[config.mk]
export PLATFORM = sky130hd
export DESIGN_NAME = spi_cmd_seq
export DESIGN_NICKNAME = d
export VERILOG_FILES = /design/src/rtl/spi_cmd_pkg.sv /design/src/rtl/spi_cmd_fifo.sv /design/src/rtl/spi_half_tick.sv /design/src/rtl/spi_shift_engine.sv /design/src/rtl/spi_cmd_seq.sv
export SDC_FILE = /design/constraint.sdc
export NUM_CORES = 1
export LEC_CHECK = 0
export BUFFER_PORTS_ARGS = -buffer_cell sky130_fd_sc_hd__buf_4
export CORE_ASPECT_RATIO = 1.1
export CORE_MARGIN = 2
export CORE_UTILIZATION = 50
export DETAILED_ROUTE_END_ITERATION = 10
export HOLD_SLACK_MARGIN = 0.05
export PLACE_DENSITY = 0.69
export SETUP_SLACK_MARGIN = 0.4
export SLEW_MARGIN = 40
export SYNTH_ARGS = -nofsm -noshare
export SYNTH_HDL_FRONTEND = slang
export SYNTH_SLANG_ARGS = --single-unit
[constraint.sdc]
create_clock -name clk_i -period 7.9 [get_ports clk_i]
set_input_delay 0.395 -clock clk_i [delete_from_list [all_inputs] [get_ports clk_i]]
set_output_delay 0.395 -clock clk_i [all_outputs]
set_load 0.01 [all_outputs]
[src/rtl/spi_cmd_pkg.sv]
package spi_cmd_pkg;
  localparam int unsigned DATA_W   = 16;
  localparam int unsigned CS_W     = 8;
  localparam int unsigned SEL_W    = 3;
  localparam int unsigned N_ATTR   = 1 << SEL_W;
  localparam int unsigned SIZE_W   = $clog2(DATA_W);
  localparam int unsigned DIV_W    = 8;
  localparam int unsigned MIN_BITS = 4;
  localparam int unsigned CMD_W    = 32;
  localparam int unsigned RSVD_W   = CMD_W - 2 - SEL_W - CS_W - DATA_W;

  typedef struct packed {
    logic [RSVD_W-1:0] rsvd;
    logic              cont;
    logic              eoq;
    logic [SEL_W-1:0]  sel;
    logic [CS_W-1:0]   cs;
    logic [DATA_W-1:0] data;
  } cmd_t;

  typedef struct packed {
    logic              cpol;
    logic              cpha;
    logic [SIZE_W-1:0] size_m1;
    logic [DIV_W-1:0]  div;
  } attr_t;

  typedef enum logic [1:0] {ST_IDLE, ST_RUN, ST_GAP} seq_st_e;
endpackage

[src/rtl/spi_cmd_fifo.sv]
module spi_cmd_fifo #(
  parameter int unsigned WIDTH = 32,
  parameter int unsigned DEPTH = 4
) (
  input  logic             clk_i,
  input  logic             rst_ni,
  input  logic             push_i,
  input  logic [WIDTH-1:0] wdata_i,
  output logic             full_o,
  input  logic             pop_i,
  output logic             empty_o,
  output logic [WIDTH-1:0] rdata_o
);
  localparam int unsigned AW = (DEPTH > 1) ? $clog2(DEPTH) : 1;
  localparam int unsigned CW = $clog2(DEPTH + 1);

  logic [WIDTH-1:0] mem_q [DEPTH];
  logic [AW-1:0]    wr_q, rd_q;
  logic [CW-1:0]    cnt_q;
  logic             do_push, do_pop;

  assign full_o  = (cnt_q == CW'(DEPTH));
  assign empty_o = (cnt_q == '0);
  assign do_push = push_i && !full_o;
  assign do_pop  = pop_i && !empty_o;
  assign rdata_o = mem_q[rd_q];

  always_ff @(posedge clk_i) begin
    if (do_push) mem_q[wr_q] <= wdata_i;
  end

  always_ff @(posedge clk_i or negedge rst_ni) begin
    if (!rst_ni) begin
      wr_q  <= '0;
      rd_q  <= '0;
      cnt_q <= '0;
    end else begin
      if (do_push) wr_q <= (wr_q == AW'(DEPTH - 1)) ? '0 : wr_q + 1'b1;
      if (do_pop)  rd_q <= (rd_q == AW'(DEPTH - 1)) ? '0 : rd_q + 1'b1;
      case ({do_push, do_pop})
        2'b10:   cnt_q <= cnt_q + 1'b1;
        2'b01:   cnt_q <= cnt_q - 1'b1;
        default: cnt_q <= cnt_q;
      endcase
    end
  end

  a_r10_bound: assert property (@(posedge clk_i) disable iff (!rst_ni)
    cnt_q <= CW'(DEPTH));
  a_r10_no_overflow: assert property (@(posedge clk_i) disable iff (!rst_ni)
    full_o && push_i && !pop_i |=> full_o && $stable(rdata_o));
endmodule

[src/rtl/spi_half_tick.sv]
module spi_half_tick #(
  parameter int unsigned DIV_W = 8
) (
  input  logic             clk_i,
  input  logic             rst_ni,
  input  logic             en_i,
  input  logic [DIV_W-1:0] div_i,
  output logic             tick_o
);
  logic [DIV_W-1:0] cnt_q;

  assign tick_o = en_i && (cnt_q == div_i);

  always_ff @(posedge clk_i or negedge rst_ni) begin
    if (!rst_ni)                cnt_q <= '0;
    else if (!en_i || tick_o)   cnt_q <= '0;
    else                        cnt_q <= cnt_q + 1'b1;
  end
endmodule

[src/rtl/spi_shift_engine.sv]
module spi_shift_engine
  import spi_cmd_pkg::*;
(
  input  logic              clk_i,
  input  logic              rst_ni,
  input  logic              start_i,
  input  attr_t             attr_i,
  input  logic [DATA_W-1:0] data_i,
  input  logic              miso_i,
  output logic              sck_o,
  output logic              mosi_o,
  output logic [DATA_W-1:0] rx_o,
  output logic              done_o
);
  localparam int unsigned EDGE_W = $clog2(2 * DATA_W);

  logic              busy_q, lead_q, cpol_q, cpha_q, sck_q, mosi_q, done_q;
  logic [DIV_W-1:0]  div_q;
  logic [EDGE_W-1:0] edge_q, last_q, last_c;
  logic [DATA_W-1:0] tx_q, rx_q, aligned;
  logic [SIZE_W:0]   n_bits, shamt;
  logic              tick, leading, sample;

  always_comb begin
    n_bits = {1'b0, attr_i.size_m1} + 1'b1;
    if (n_bits < (SIZE_W+1)'(MIN_BITS)) n_bits = (SIZE_W+1)'(MIN_BITS);
    shamt   = (SIZE_W+1)'(DATA_W) - n_bits;
    aligned = data_i << shamt;
    last_c  = EDGE_W'({n_bits, 1'b0} - 1'b1);
  end

  spi_half_tick #(.DIV_W(DIV_W)) u_tick (
    .clk_i, .rst_ni, .en_i(busy_q), .div_i(div_q), .tick_o(tick)
  );

  assign leading = ~edge_q[0];
  assign sample  = leading ^ cpha_q;

  always_ff @(posedge clk_i or negedge rst_ni) begin
    if (!rst_ni) begin
      busy_q <= 1'b0; lead_q <= 1'b0; cpol_q <= 1'b0; cpha_q <= 1'b0;
      sck_q  <= 1'b0; mosi_q <= 1'b0; done_q <= 1'b0; div_q  <= '0;
      edge_q <= '0;   last_q <= '0;   tx_q   <= '0;   rx_q   <= '0;
    end else begin
      done_q <= 1'b0;
      if (start_i) begin
        busy_q <= 1'b1;
        lead_q <= 1'b1;
        edge_q <= '0;
        last_q <= last_c;
        cpol_q <= attr_i.cpol;
        cpha_q <= attr_i.cpha;
        div_q  <= attr_i.div;
        sck_q  <= attr_i.cpol;
        rx_q   <= '0;
        if (attr_i.cpha) begin
          mosi_q <= 1'b0;
          tx_q   <= aligned;
        end else begin
          mosi_q <= aligned[DATA_W-1];
          tx_q   <= aligned << 1;
        end
      end else if (busy_q && tick) begin
        if (lead_q) begin
          lead_q <= 1'b0;
        end else begin
          sck_q  <= ~sck_q;
          edge_q <= edge_q + 1'b1;
          if (sample) begin
            rx_q <= {rx_q[DATA_W-2:0], miso_i};
          end else begin
            mosi_q <= tx_q[DATA_W-1];
            tx_q   <= tx_q << 1;
          end
          if (edge_q == last_q) begin
            busy_q <= 1'b0;
            done_q <= 1'b1;
          end
        end
      end
    end
  end

  assign sck_o  = sck_q;
  assign mosi_o = mosi_q;
  assign rx_o   = rx_q;
  assign done_o = done_q;

  a_r3_idle_level: assert property (@(posedge clk_i) disable iff (!rst_ni)
    done_q |-> sck_q == cpol_q);
  a_r3_no_restart: assert property (@(posedge clk_i) disable iff (!rst_ni)
    start_i |-> !busy_q);
  a_r3_sck_still_lead: assert property (@(posedge clk_i) disable iff (!rst_ni)
    busy_q && lead_q |=> $stable(sck_q));
endmodule

[src/rtl/spi_cmd_seq.sv]
module spi_cmd_seq
  import spi_cmd_pkg::*;
#(
  parameter int unsigned FIFO_DEPTH = 4
) (
  input  logic                     clk_i,
  input  logic                     rst_ni,
  input  logic [CMD_W-1:0]         cmd_i,
  input  logic                     push_i,
  output logic                     full_o,
  input  logic [N_ATTR-1:0]        attr_cpol_i,
  input  logic [N_ATTR-1:0]        attr_cpha_i,
  input  logic [N_ATTR*SIZE_W-1:0] attr_size_i,
  input  logic [N_ATTR*DIV_W-1:0]  attr_div_i,
  input  logic                     eoq_clr_i,
  input  logic                     miso_i,
  output logic                     sck_o,
  output logic                     mosi_o,
  output logic [CS_W-1:0]          cs_no,
  output logic [DATA_W-1:0]        rx_data_o,
  output logic                     rx_valid_o,
  output logic                     eoq_flag_o,
  output logic                     cmd_err_o
);
  attr_t             attr_tab [N_ATTR];
  cmd_t              head;
  attr_t             head_attr;
  logic              empty, pop, eng_done, gap_tick;
  logic [DATA_W-1:0] eng_rx;
  logic              unused_rsvd;

  seq_st_e           st_q;
  logic [CS_W-1:0]   cs_q;
  logic              cont_q, feoq_q, eoq_q, err_q, rxv_q, gap_half_q;
  logic [DIV_W-1:0]  gap_div_q;
  logic [DATA_W-1:0] rxd_q;

  for (genvar g = 0; g < N_ATTR; g++) begin : g_attr
    assign attr_tab[g] = {attr_cpol_i[g], attr_cpha_i[g],
                          attr_size_i[g*SIZE_W +: SIZE_W],
                          attr_div_i[g*DIV_W +: DIV_W]};
  end

  spi_cmd_fifo #(.WIDTH(CMD_W), .DEPTH(FIFO_DEPTH)) u_fifo (
    .clk_i, .rst_ni, .push_i, .wdata_i(cmd_i), .full_o,
    .pop_i(pop), .empty_o(empty), .rdata_o(head)
  );

  assign unused_rsvd = ^head.rsvd;
  assign head_attr   = attr_tab[head.sel];
  assign pop         = (st_q == ST_IDLE) && !empty && !eoq_q;

  spi_shift_engine u_eng (
    .clk_i, .rst_ni, .start_i(pop), .attr_i(head_attr), .data_i(head.data),
    .miso_i, .sck_o, .mosi_o, .rx_o(eng_rx), .done_o(eng_done)
  );

  spi_half_tick #(.DIV_W(DIV_W)) u_gap (
    .clk_i, .rst_ni, .en_i(st_q == ST_GAP), .div_i(gap_div_q), .tick_o(gap_tick)
  );

  always_ff @(posedge clk_i or negedge rst_ni) begin
    if (!rst_ni) begin
      st_q <= ST_IDLE; cs_q <= '0; cont_q <= 1'b0; feoq_q <= 1'b0;
      eoq_q <= 1'b0; err_q <= 1'b0; rxv_q <= 1'b0; gap_half_q <= 1'b0;
      gap_div_q <= '0; rxd_q <= '0;
    end else begin
      rxv_q <= 1'b0;
      if (eoq_clr_i) eoq_q <= 1'b0;
      unique case (st_q)
        ST_IDLE: if (pop) begin
          cs_q      <= head.cs;
          cont_q    <= head.cont && !head.eoq;  // illegal pair runs as a closing frame
          feoq_q    <= head.eoq;
          gap_div_q <= head_attr.div;
          if (head.cont && head.eoq) err_q <= 1'b1;
          st_q      <= ST_RUN;
        end
        ST_RUN: if (eng_done) begin
          rxd_q <= eng_rx;
          rxv_q <= 1'b1;
          if (feoq_q) eoq_q <= 1'b1;
          if (cont_q) begin
            st_q <= ST_IDLE;
          end else begin
            cs_q <= '0;
            st_q <= ST_GAP;
          end
        end
        ST_GAP: if (gap_tick) begin
          gap_half_q <= ~gap_half_q;
          if (gap_half_q) st_q <= ST_IDLE;
        end
        default: st_q <= ST_IDLE;
      endcase
    end
  end

  assign cs_no      = ~cs_q;
  assign rx_data_o  = rxd_q;
  assign rx_valid_o = rxv_q;
  assign eoq_flag_o = eoq_q;
  assign cmd_err_o  = err_q;

  a_r4_cs_steady: assert property (@(posedge clk_i) disable iff (!rst_ni)
    st_q == ST_RUN && !eng_done |=> cs_q == $past(cs_q));
  a_r5_gap_released: assert property (@(posedge clk_i) disable iff (!rst_ni)
    st_q == ST_GAP |-> cs_q == '0);
  a_r7_one_pulse: assert property (@(posedge clk_i) disable iff (!rst_ni)
    rx_valid_o |=> !rx_valid_o);
  a_r8_flag_holds: assert property (@(posedge clk_i) disable iff (!rst_ni)
    eoq_flag_o && !eoq_clr_i |=> eoq_flag_o);
  a_r8_paused: assert property (@(posedge clk_i) disable iff (!rst_ni)
    eoq_flag_o && st_q == ST_IDLE |=> st_q == ST_IDLE);
  a_r9_err_sticky: assert property (@(posedge clk_i) disable iff (!rst_ni)
    cmd_err_o |=> cmd_err_o);
endmodule

Yosys cells after proc, flatten, opt, wreduce, memory -nomap -nowiden
Memories as Yosys holds them, arrays and structs flattened.
Index checks and enable logic that the tools add are counted.

word-level totals
  register bits after elaboration = 119
  word-level logic and storage cells = 154
  output and inout bits = 30
  latch bits = 0
  bits in read-only memories = 0
  memories kept = 1
  bits in writable memories = 128

cells by class
  div/mod/pow operators = 0
  multiply operators = 0
  $lt $le $gt $ge = 2
  equal/unequal tests = 17
  shift operators = 1
  add/subtract/negate cells = 10
  muxes and demuxes = 57
  reductions and logical operators = 34
  bitwise gates (word level) = 6

memory list
  memory        words  width  read ports  clocked after memory_dff  write ports  line                source
  u_fifo.mem_q  4      32     1           0                         1            spi_cmd_fifo.sv:17  logic [WIDTH-1:0] mem_q [DEPTH];

operator list
  kind                 number
  $mux 16              9
  $bmux 14 s3          1
  $mux 8               5
  $mux 14              2
  $mux 1               26
  $mux 5               4
  $add 8x1->8 const B  2
  $eq 8x8->1           2
  $pmux 8 s2           1
  $shl 16x5->16        1
  $mux 2               7
  $reduce_and 3->1     4
  $ne 2x2->1 const B   5
  $reduce_bool 2->1    5
  $logic_and 1x1->1    9
  $eq 2x2->1 const B   4
  $not 8->8            1
  $reduce_and 2->1     4
  $reduce_and 4->1     2
  $logic_not 1->1      6
  $pmux 2 s3           1
  $pmux 3 s2           1
  $add 4x1->5 const B  1
  $add 5x1->5 const B  1
  17 further kinds     23

Depth between registers and ports, before layout
Gate-level depths: netlist of the first run.
An unclocked memory read counts as a cell.

  depth after elaboration = 12
  mapped depth = 26
  mapped depth without buffers = 21

Cells and area by module
From an unflattened synthesis of the first run, not the netlist that was laid out.

unflattened totals
  cells, all modules = 887
  area total of the unflattened synthesis = 12,233.0 um^2

modules (own cells, without submodules)
  module            times used  cells each  area each (um^2)
  spi_cmd_fifo      1           208         5,116.2
  spi_shift_engine  1           376         3,604.7
  spi_cmd_seq       1           211         2,511.2
  spi_half_tick     2           46          500.5

Worst setup path before layout of the first run
OpenSTA, ideal clock, no wires.

  path kind = reg-to-reg
  start point = register u_fifo.rd_q[0]
  end point = register u_eng.tx_q[14]
  data required time = 7.774 ns
  library setup time = 0.126 ns
  path buffers = 6
  clock period less this slack = 5.719 ns
  arrival = 5.593 ns
  stages on the path, launching flop included = 26
  path slack = 2.181 ns
  path through = dfrtp_1 > buf_6 > mux4_2 > buf_6 > buf_8 > mux2i_1 > nor2_1 > nor4_4 > inv_2 > ha_1 > nor3_1 > o31a_1 > buf_6 > clkinv_2 > buf_6 > ha_1 > clkbuf_1 > mux2i_1 > and2_1 > nand2_1 > or4_1 > nand3_1 > o32ai_1 > a211o_1 > a2bb2oi_1 > a221o_1

on the way
  longest elaborated chain between the ends = 12

ends and longest elaborated chain
  element                                     line                    source
  start: declaration                          spi_cmd_fifo.sv:18      logic [AW-1:0] wr_q, rd_q;
  start signal: assignment                    spi_cmd_fifo.sv:39      if (do_pop) rd_q <= (rd_q == AW'(DEPTH - 1)) ? '0 : rd_q + 1'b1;
  $mem_v2 4x32 (*)                            n/a
  $not 3->4 (implied by the code)             spi_cmd_seq.sv:50       assign head_attr = attr_tab[head.sel];
  $bmux 14 s3                                 spi_cmd_seq.sv:50
  $mux 14 (implied by the code) (2 in a row)  spi_cmd_seq.sv:50
  $add 4x1->5                                 spi_shift_engine.sv:25  n_bits = {1'b0, attr_i.size_m1} + 1'b1;
  $lt 5x3->1                                  spi_shift_engine.sv:26  if (n_bits < (SIZE_W+1)'(MIN_BITS)) n_bits = (SIZE_W+1)'(MIN_BITS);
  $mux 5                                      spi_shift_engine.sv:26
  $sub 5x5->5                                 spi_shift_engine.sv:27  shamt = (SIZE_W+1)'(DATA_W) - n_bits;
  $shl 16x5->16                               spi_shift_engine.sv:28  aligned = data_i << shamt;
  $mux 16 (*)                                 spi_shift_engine.sv:56  if (attr_i.cpha) begin
  $mux 16 (*)                                 spi_shift_engine.sv:46  if (start_i) begin
  end signal: assignment                      spi_shift_engine.sv:58  tx_q <= aligned;
  end signal: assignment                      spi_shift_engine.sv:61  tx_q <= aligned << 1;
  end signal: assignment                      spi_shift_engine.sv:73  tx_q <= tx_q << 1;
  end: declaration                            spi_shift_engine.sv:20  logic [DATA_W-1:0] tx_q, rx_q, aligned;

Every way passes the cells marked *; elsewhere a longest branch is shown, timed or not. The select of a mux whose other input is x is not followed.
A chain may end at the register's enable or synchronous reset.

Worst setup path in the final report of the first run
  start point = register u_fifo.rd_q[1]
  end point = register u_eng.tx_q[14]

Same word-level chain as after synthesis.

==> results of run 1 <==
[repair_timing]
item	4_1_cts	5_1_grt
endpoints found under the hold margin	42	0
hold buffers	1	0
setup endpoints to repair	0	0
[area by class of cell]
type                    count  area, um2
fillers                  1865       8857
multi-input cells         612       4780
clock buffers              36      706.9
well taps                 300      375.4
flip-flops and latches    235       6462
clock inverters             8      73.82
repair buffers            191       1440
inverters                  24      91.34
[final timing paths]
kind	endpoint	from
hold / removal	eoq_flag_o$_DFF_PN0_	eoq_clr_i
setup / recovery	u_eng.tx_q[14]$_DFFE_PN0P_	u_fifo.rd_q[1]$_DFFE_PN0P_
max in group asynchronous	u_fifo.rd_q[0]$_DFFE_PN0P_	rst_ni
setup reg to reg	u_eng.tx_q[14]$_DFFE_PN0P_	u_fifo.rd_q[1]$_DFFE_PN0P_
hold reg to reg	rx_data_o[11]$_DFFE_PN0P_	rx_data_o[11]$_DFFE_PN0P_
min in group asynchronous	u_gap.cnt_q[3]$_DFF_PN0_	rst_ni
[cells in the final DEF, fill, tap and decap left out, drive strengths merged, types with 4 or more instances in the layout]
master  count
buf       190
dfrtp     119
edfxtp    116
nand2     114
nor2       79
mux2i      58
mux4       50
clkbuf     36
nand3      26
o21ai      26
xor2       25
inv        22
a21oi      20
xnor2      18
o21a       16
and3       14
nor3       13
mux2       12
a22o       11
ha         11
nand2b      9
o211ai      8
a221oi      8
a22oi       8
and2        8
clkinv      7
nand4       6
a21o        6
o22ai       6
nor4        6
o22a        4
or3         4
a31oi       4
[worst register-to-register path, stage by stage (launching register included)]
cell and delay (ns):
dfrtp_1 0.67, buf_4 0.31, mux4_2 0.23, buf_4 0.35, nand2b_2 0.31, nor2_1 0.11
nor4_4 0.64, inv_2 0.12, ha_1 0.38, nor3_1 0.32, o31a_1 0.22, clkinv_2 0.24
ha_1 0.41, buf_4 0.26, mux2i_1 0.54, nand3_1 0.14, o211ai_1 0.19, a21o_1 0.16
o32ai_1 0.09, a211o_1 0.38, a2bb2oi_1 0.18, a221o_1 0.34
[registers in the layout (all words and copies together), names as in the netlist, 2 cells and up]
name / flops
cs_q: 8
gap_div_q: 8
rx_data_o: 16
st_q: 2
u_eng.div_q: 8
u_eng.edge_q: 5
u_eng.last_q: 5
u_eng.rx_o: 16
u_eng.tx_q: 16
u_eng.u_tick.cnt_q: 8
u_fifo.cnt_q: 3
u_fifo.mem_q: 116
u_fifo.rd_q: 2
u_fifo.wr_q: 2
u_gap.cnt_q: 8
[routing by layer]
layer	global-route usage [%]	share of wire [%]	vias to the layer above
met5	0	0	-
met4	5.281	2.3	0
met3	4.050	6.4	48
met2	35.50	47	250
met1	31.28	45	3863
li1	-	-	3777
[power breakdown]
group          switching (mW)  total [mW]  internal (mW)
Sequential              0.153        1.74           1.58
Clock                   0.455        1.11          0.652
Combinational            2.51        4.27           1.77
Total                    3.11        7.11           4.00
[logic make-up after synthesis]
| kind of cell | after synthesis | share of synthesized area [%] |
|---|---|---|
| simple gates | 291 | 11.48 |
| flops | 235 | 56.02 |
| compound gates | 146 | 9.254 |
| mux | 120 | 15.97 |
| buf+inv | 68 | 2.647 |
| xor+xnor | 43 | 3.265 |
| fa+ha+maj | 12 | 1.367 |
[per-stage QoR]
step / utilization, % / hold WS (ns) / worst slack, ns / cells
floorplan: - / 0.09941 / 2.181 / 915
global placement: 57.63 / 0.4133 / 1.281 / 1361
detailed placement: 57.65 / 0.4202 / 1.247 / 1361
CTS: 61.12 / 0.05367 / 1.183 / 1406
global route: 61.13 / 0.05860 / 0.6659 / 1406
finish: 61.13 / 0.06868 / 1.185 / 1406
[synthesized netlist by cell type (all sizes together) (9+ instances only)]
master / instances
edfxtp: 116
and3: 14
buf: 16
a22o: 11
o21ai: 26
nand2: 114
mux2i: 58
inv: 21
mux4: 50
o21a: 16
dfrtp: 119
ha: 11
clkbuf: 28
nor3: 13
nand3: 26
a21oi: 20
mux2: 12
xor2: 25
nor2: 79
nand2b: 9
xnor2: 18
==> qor.yml, run 1 <==
route:
  first_pass_iters: 5
  postRouteAntennaNets: 0
  wl_per_cell_um: 18.76
  vias_per_cell: 5.646
  via_count: 7938
  wl_um: 26380
  post-route-drc-count: 0
  drt_iter0_markers: 449
critical_path:
  cp.buffers_inverters: 5
  cp_slowest_cell: "dfrtp_1"
  crit_arrival_ns: 7.11
  max_stage_delay_ns: 0.67
  path_max_fanout: 25
  path_depth: 21
  critical_path_class: "reg2reg"
  cp-start-kind: "flip-flop"
  required_ns: 8.29
  crit_top_cell: "buf_4"
  critPathCaptureType: "flip-flop"
  reg2regPathDepth: 21
  path_delay_family: "compound AO/OA/AOI/OAI gates"
  path_cells: "buf_4 -> mux4_2 -> buf_4 -> nand2b_2 -> nor2_1 -> nor4_4 -> inv_2 -> ha_1 -> nor3_1 -> o31a_1 -> clkinv_2 -> ha_1 -> buf_4 -> mux2i_1 -> nand3_1 -> o211ai_1 -> a21o_1 -> o32ai_1 -> a211o_1 -> a2bb2oi_1 -> a221o_1"
  r2r_setup_slack_ns: 1.19
global_routing:
  grt_max_degree: 78
  antenna_found_initial: 0
  overflow: 0
  grt_util_all_layers_pct: 21.99
  grt_pass1_vias: 7914
  grt_pass1_wl_um: 42490
clocking:
  cts_buffers: 25
  htree_levels: 1
  worstSkewPairLatency_ns: 0.51
  tritoncts: "yes"
  clockRootBuffer: "clkbuf_16"
  post_cts_buffers: 0
  path_clk_slew_ns: 0.06
  cts-resized-gates: 0
  cts.sinks: 235
  clk_path_buf_depth: 3
timing:
  rsz0062_at_grt: "no"
  worst_slew_pin_slew_ns: 0.8056
  layout_min_cycle_time_ns: 6.715
  maxSlewViolCount: 0
  hold_viol: 0
  setup_viol: 0
  skew_ns: 0.008010
  finalCritPeriodShare_pct: 85.00
  fmax_mhz: 148.9
  relSlewSlack_pct: 46.29
  fin_setup_tns_ns: 0
floorplanning:
  die-area_um2: 24300
  ios: 179
  die_y_um: 163.3
  rows: 58
  die_x_um: 148.8
  start_util_pct: 50.61
  core_area_um2: 22790
synth:
  synth_edf_count: 116
  synth_seq_cells: 235
  syn-num-nets: 1076
  syn_area_per_cell_um2: 12.60
  async_flop_share_pct: 50.64
  synth.top_cell.area_share_pct: 30.20
  synthFlopType: "dfrtp_1"
  syn_area_um2: 11530
  syn_inst: 915
  synth_top_area_cell: "edfxtp_1"
  synth-warning-count: 0
  ys_types: 74
  ys_top_cells_by_area: "edfxtp_1 (30%), dfrtp_1 (26%), mux4_2 (9.8%)"
  ys_seq_area_share_pct: 56.02
cells_and_area:
  final_layout_size_suffix_gt1_share_pct: 27.94
  layout.nets: 1250
  design_area_um2: 13930
  synthToLayoutAreaGrowth_pct: 20.77
  antenna_cells: 0
flow_run:
  cap_violations: 0
hold_path:
  hold_depth: 2
  hp-class: "in2reg"
placed_design:
  numPortBuffers: 175
  hpwl_um: 18640
  dpl_cell_area_um2: 13140
  place_congestion: 0.8599
power:
  powerDensity_nw_per_um2: 510.7
  power.total_mw: 7.113
  peakVddDrop_v: 0.0003332
  p_leak_nw: 5.775
status:
  outcome: "finished, final reports clean"
No activity file was read; power rests on OpenSTA's default activity.
==> run 2, diff against run 1 <==
- PLACE_DENSITY: 0.69 -> 0.71
- clock period: 7.9 -> 5.7 ns (I/O delays scaled with it)
==> run 2 against run 1 <==
Compared with the run above: sequential cell count stayed put; power grew 48%; setup slack worse by 0.57 ns; non-clock buffer count rose by 46; largest cell class unchanged; largest power group unchanged.
==> qor.yml, run 2 (same netlist as run 1, synthesis figures left out) <==
timing:
  fin_hold_ws_ns: 0.2434
  layout_min_cycle_time_ns: 5.085
  maxSlewViolCount: 0
  hold_viol: 0
  fin_setup_tns_ns: 0
  rsz0062_at_grt: "no"
  finalCritPeriodShare_pct: 89.21
  fmax_mhz: 196.7
  skew_ns: 0.01760
  relSlewSlack_pct: 45.66
  worst_slew_pin_slew_ns: 0.8151
  setup_viol: 0
clocking:
  clockRootBuffer: "clkbuf_16"
  clk_path_buf_depth: 3
  cts_buffers: 25
  path_clk_slew_ns: 0.06
  worstSkewPairLatency_ns: 0.54
  htree_levels: 1
  tritoncts: "yes"
  cts.sinks: 235
route:
  drt_iter0_markers: 605
  wl_per_cell_um: 18.65
  vias_per_cell: 5.605
  via_count: 8149
  first_pass_iters: 5
  postRouteAntennaNets: 0
  post-route-drc-count: 0
  wl_um: 27120
global_routing:
  grt_pass1_wl_um: 43540
  grt_max_degree: 80
  antenna_found_initial: 0
  grt_pass1_vias: 8142
  grt_util_all_layers_pct: 22.65
  overflow: 0
critical_path:
  reg2reg_from: "u_fifo.rd_q[0]$_DFFE_PN0P_"
  r2r_setup_slack_ns: 0.62
  setup.worst_path.start: "u_fifo.rd_q[0]$_DFFE_PN0P_"
  critPathCaptureType: "flip-flop"
  cp-start-kind: "flip-flop"
  critical_path_class: "reg2reg"
  required_ns: 6.11
  path_max_fanout: 16
  crit_arrival_ns: 5.49
cells_and_area:
  layout_common_cells: "buf_4 (202), dfrtp_1 (118), edfxtp_1 (116)"
  antenna_cells: 0
  final_common_cell: "buf_4"
  synthToLayoutAreaGrowth_pct: 25.77
  largest_reg_flops: 116
  final_layout_size_suffix_gt1_share_pct: 29.72
  regMostFlops: "u_fifo.mem_q"
  fin_cells: 1454
  layout.nets: 1296
  multi_input_area_um2: 4857
  ff_latch_area_um2: 6462
  nFillCells: 1755
placed_design:
  place_congestion: 0.9115
  dp_cells: 1366
  hpwl_um: 18830
  numPortBuffers: 175
power:
  p_leak_nw: 6.012
  peakVddDrop_v: 0.0007701
  powerDensity_nw_per_um2: 726.4
flow_run:
  cap_violations: 0
floorplanning:
  die_y_um: 163.3
  ios: 179
  die_x_um: 148.8
  core_area_um2: 22790
  start_util_pct: 50.61
  die-area_um2: 24300
  rows: 58
hold_path:
  hp-class: "in2reg"
  hp-start: "push_i"
status:
  outcome: "finished, final reports clean"
## run 2: repair_timing
| action | 4_1_cts | 5_1_grt |
|---|---|---|
| hold endpoints to repair | 196 | 0 |
| pin swaps | 1 | 6 |
| resized for setup | 3 | 11 |
| setup buffers | 1 | 9 |
| hold buffers | 32 | 0 |
| endpoints found under the setup margin | 2 | 6 |
## run 2: worst max-delay path, stage by stage (launching register included)
cell	delay [ns]
dfrtp_2	0.44
mux4_2	0.55
buf_6	0.20
mux2i_2	0.22
nor2_1	0.10
nor4_4	0.30
inv_2	0.11
ha_4	0.21
nor3_2	0.20
o31a_1	0.23
clkinv_4	0.09
ha_4	0.31
mux2i_4	0.27
and2_4	0.18
nand2_1	0.04
or4_1	0.42
nand3_1	0.10
o32ai_1	0.08
a211o_1	0.36
a2bb2oi_1	0.19
a221o_1	0.36
## run 2: final timing paths
check | depth (start not counted) | endpoint
min in group asynchronous | 2 | u_gap.cnt_q[2]$_DFF_PN0_
max | 20 | u_eng.tx_q[14]$_DFFE_PN0P_
max in group asynchronous | 3 | u_eng.mosi_o$_DFFE_PN0P_
max reg2reg | 20 | u_eng.tx_q[14]$_DFFE_PN0P_
min reg2reg | 1 | st_q[0]$_DFFE_PN0P_
min | 3 | u_fifo.wr_q[1]$_DFFE_PN0P_
## run 2: per-stage QoR
step / utilization, % / power (mW) / instance area, um2 / setup slack, ns
after CTS: 63.15 / 10.25 / 14390 / 0.4872
after floorplan: - / 7.034 / 11580 / 0.4008
after global placement: 57.96 / 8.412 / 13210 / 0.3789
final: 63.66 / 10.54 / 14510 / 0.6153
after detailed placement: 57.97 / 8.471 / 13210 / 0.2528
after global routing: 63.66 / 11.21 / 14510 / 0.3856
## run 2: layout make-up
type                       instances  share of cell area (%)
sequential                       235                   44.55
multi-input combinational        612                   33.49
timing repair buffer             237                   12.96
clock buffer                      29                   4.485
tap                              300                   2.588
clock inverter                    17                   1.251
inverter                          24                  0.6814
## run 2: power breakdown
part / internal, mW / switching, mW / total (mW)
registers: 2.19 / 0.204 / 2.40
logic: 2.84 / 3.67 / 6.50
clock network: 0.960 / 0.677 / 1.64
## run 2: routing by layer
layer | up-vias | track usage, % | part of all wire, %
li1 | 3858 | - | -
met1 | 4002 | 33.27 | 46
met2 | 250 | 35.69 | 47
met3 | 39 | 3.380 | 5.0
met4 | 0 | 6.104 | 2.1
met5 | - | 0 | 0
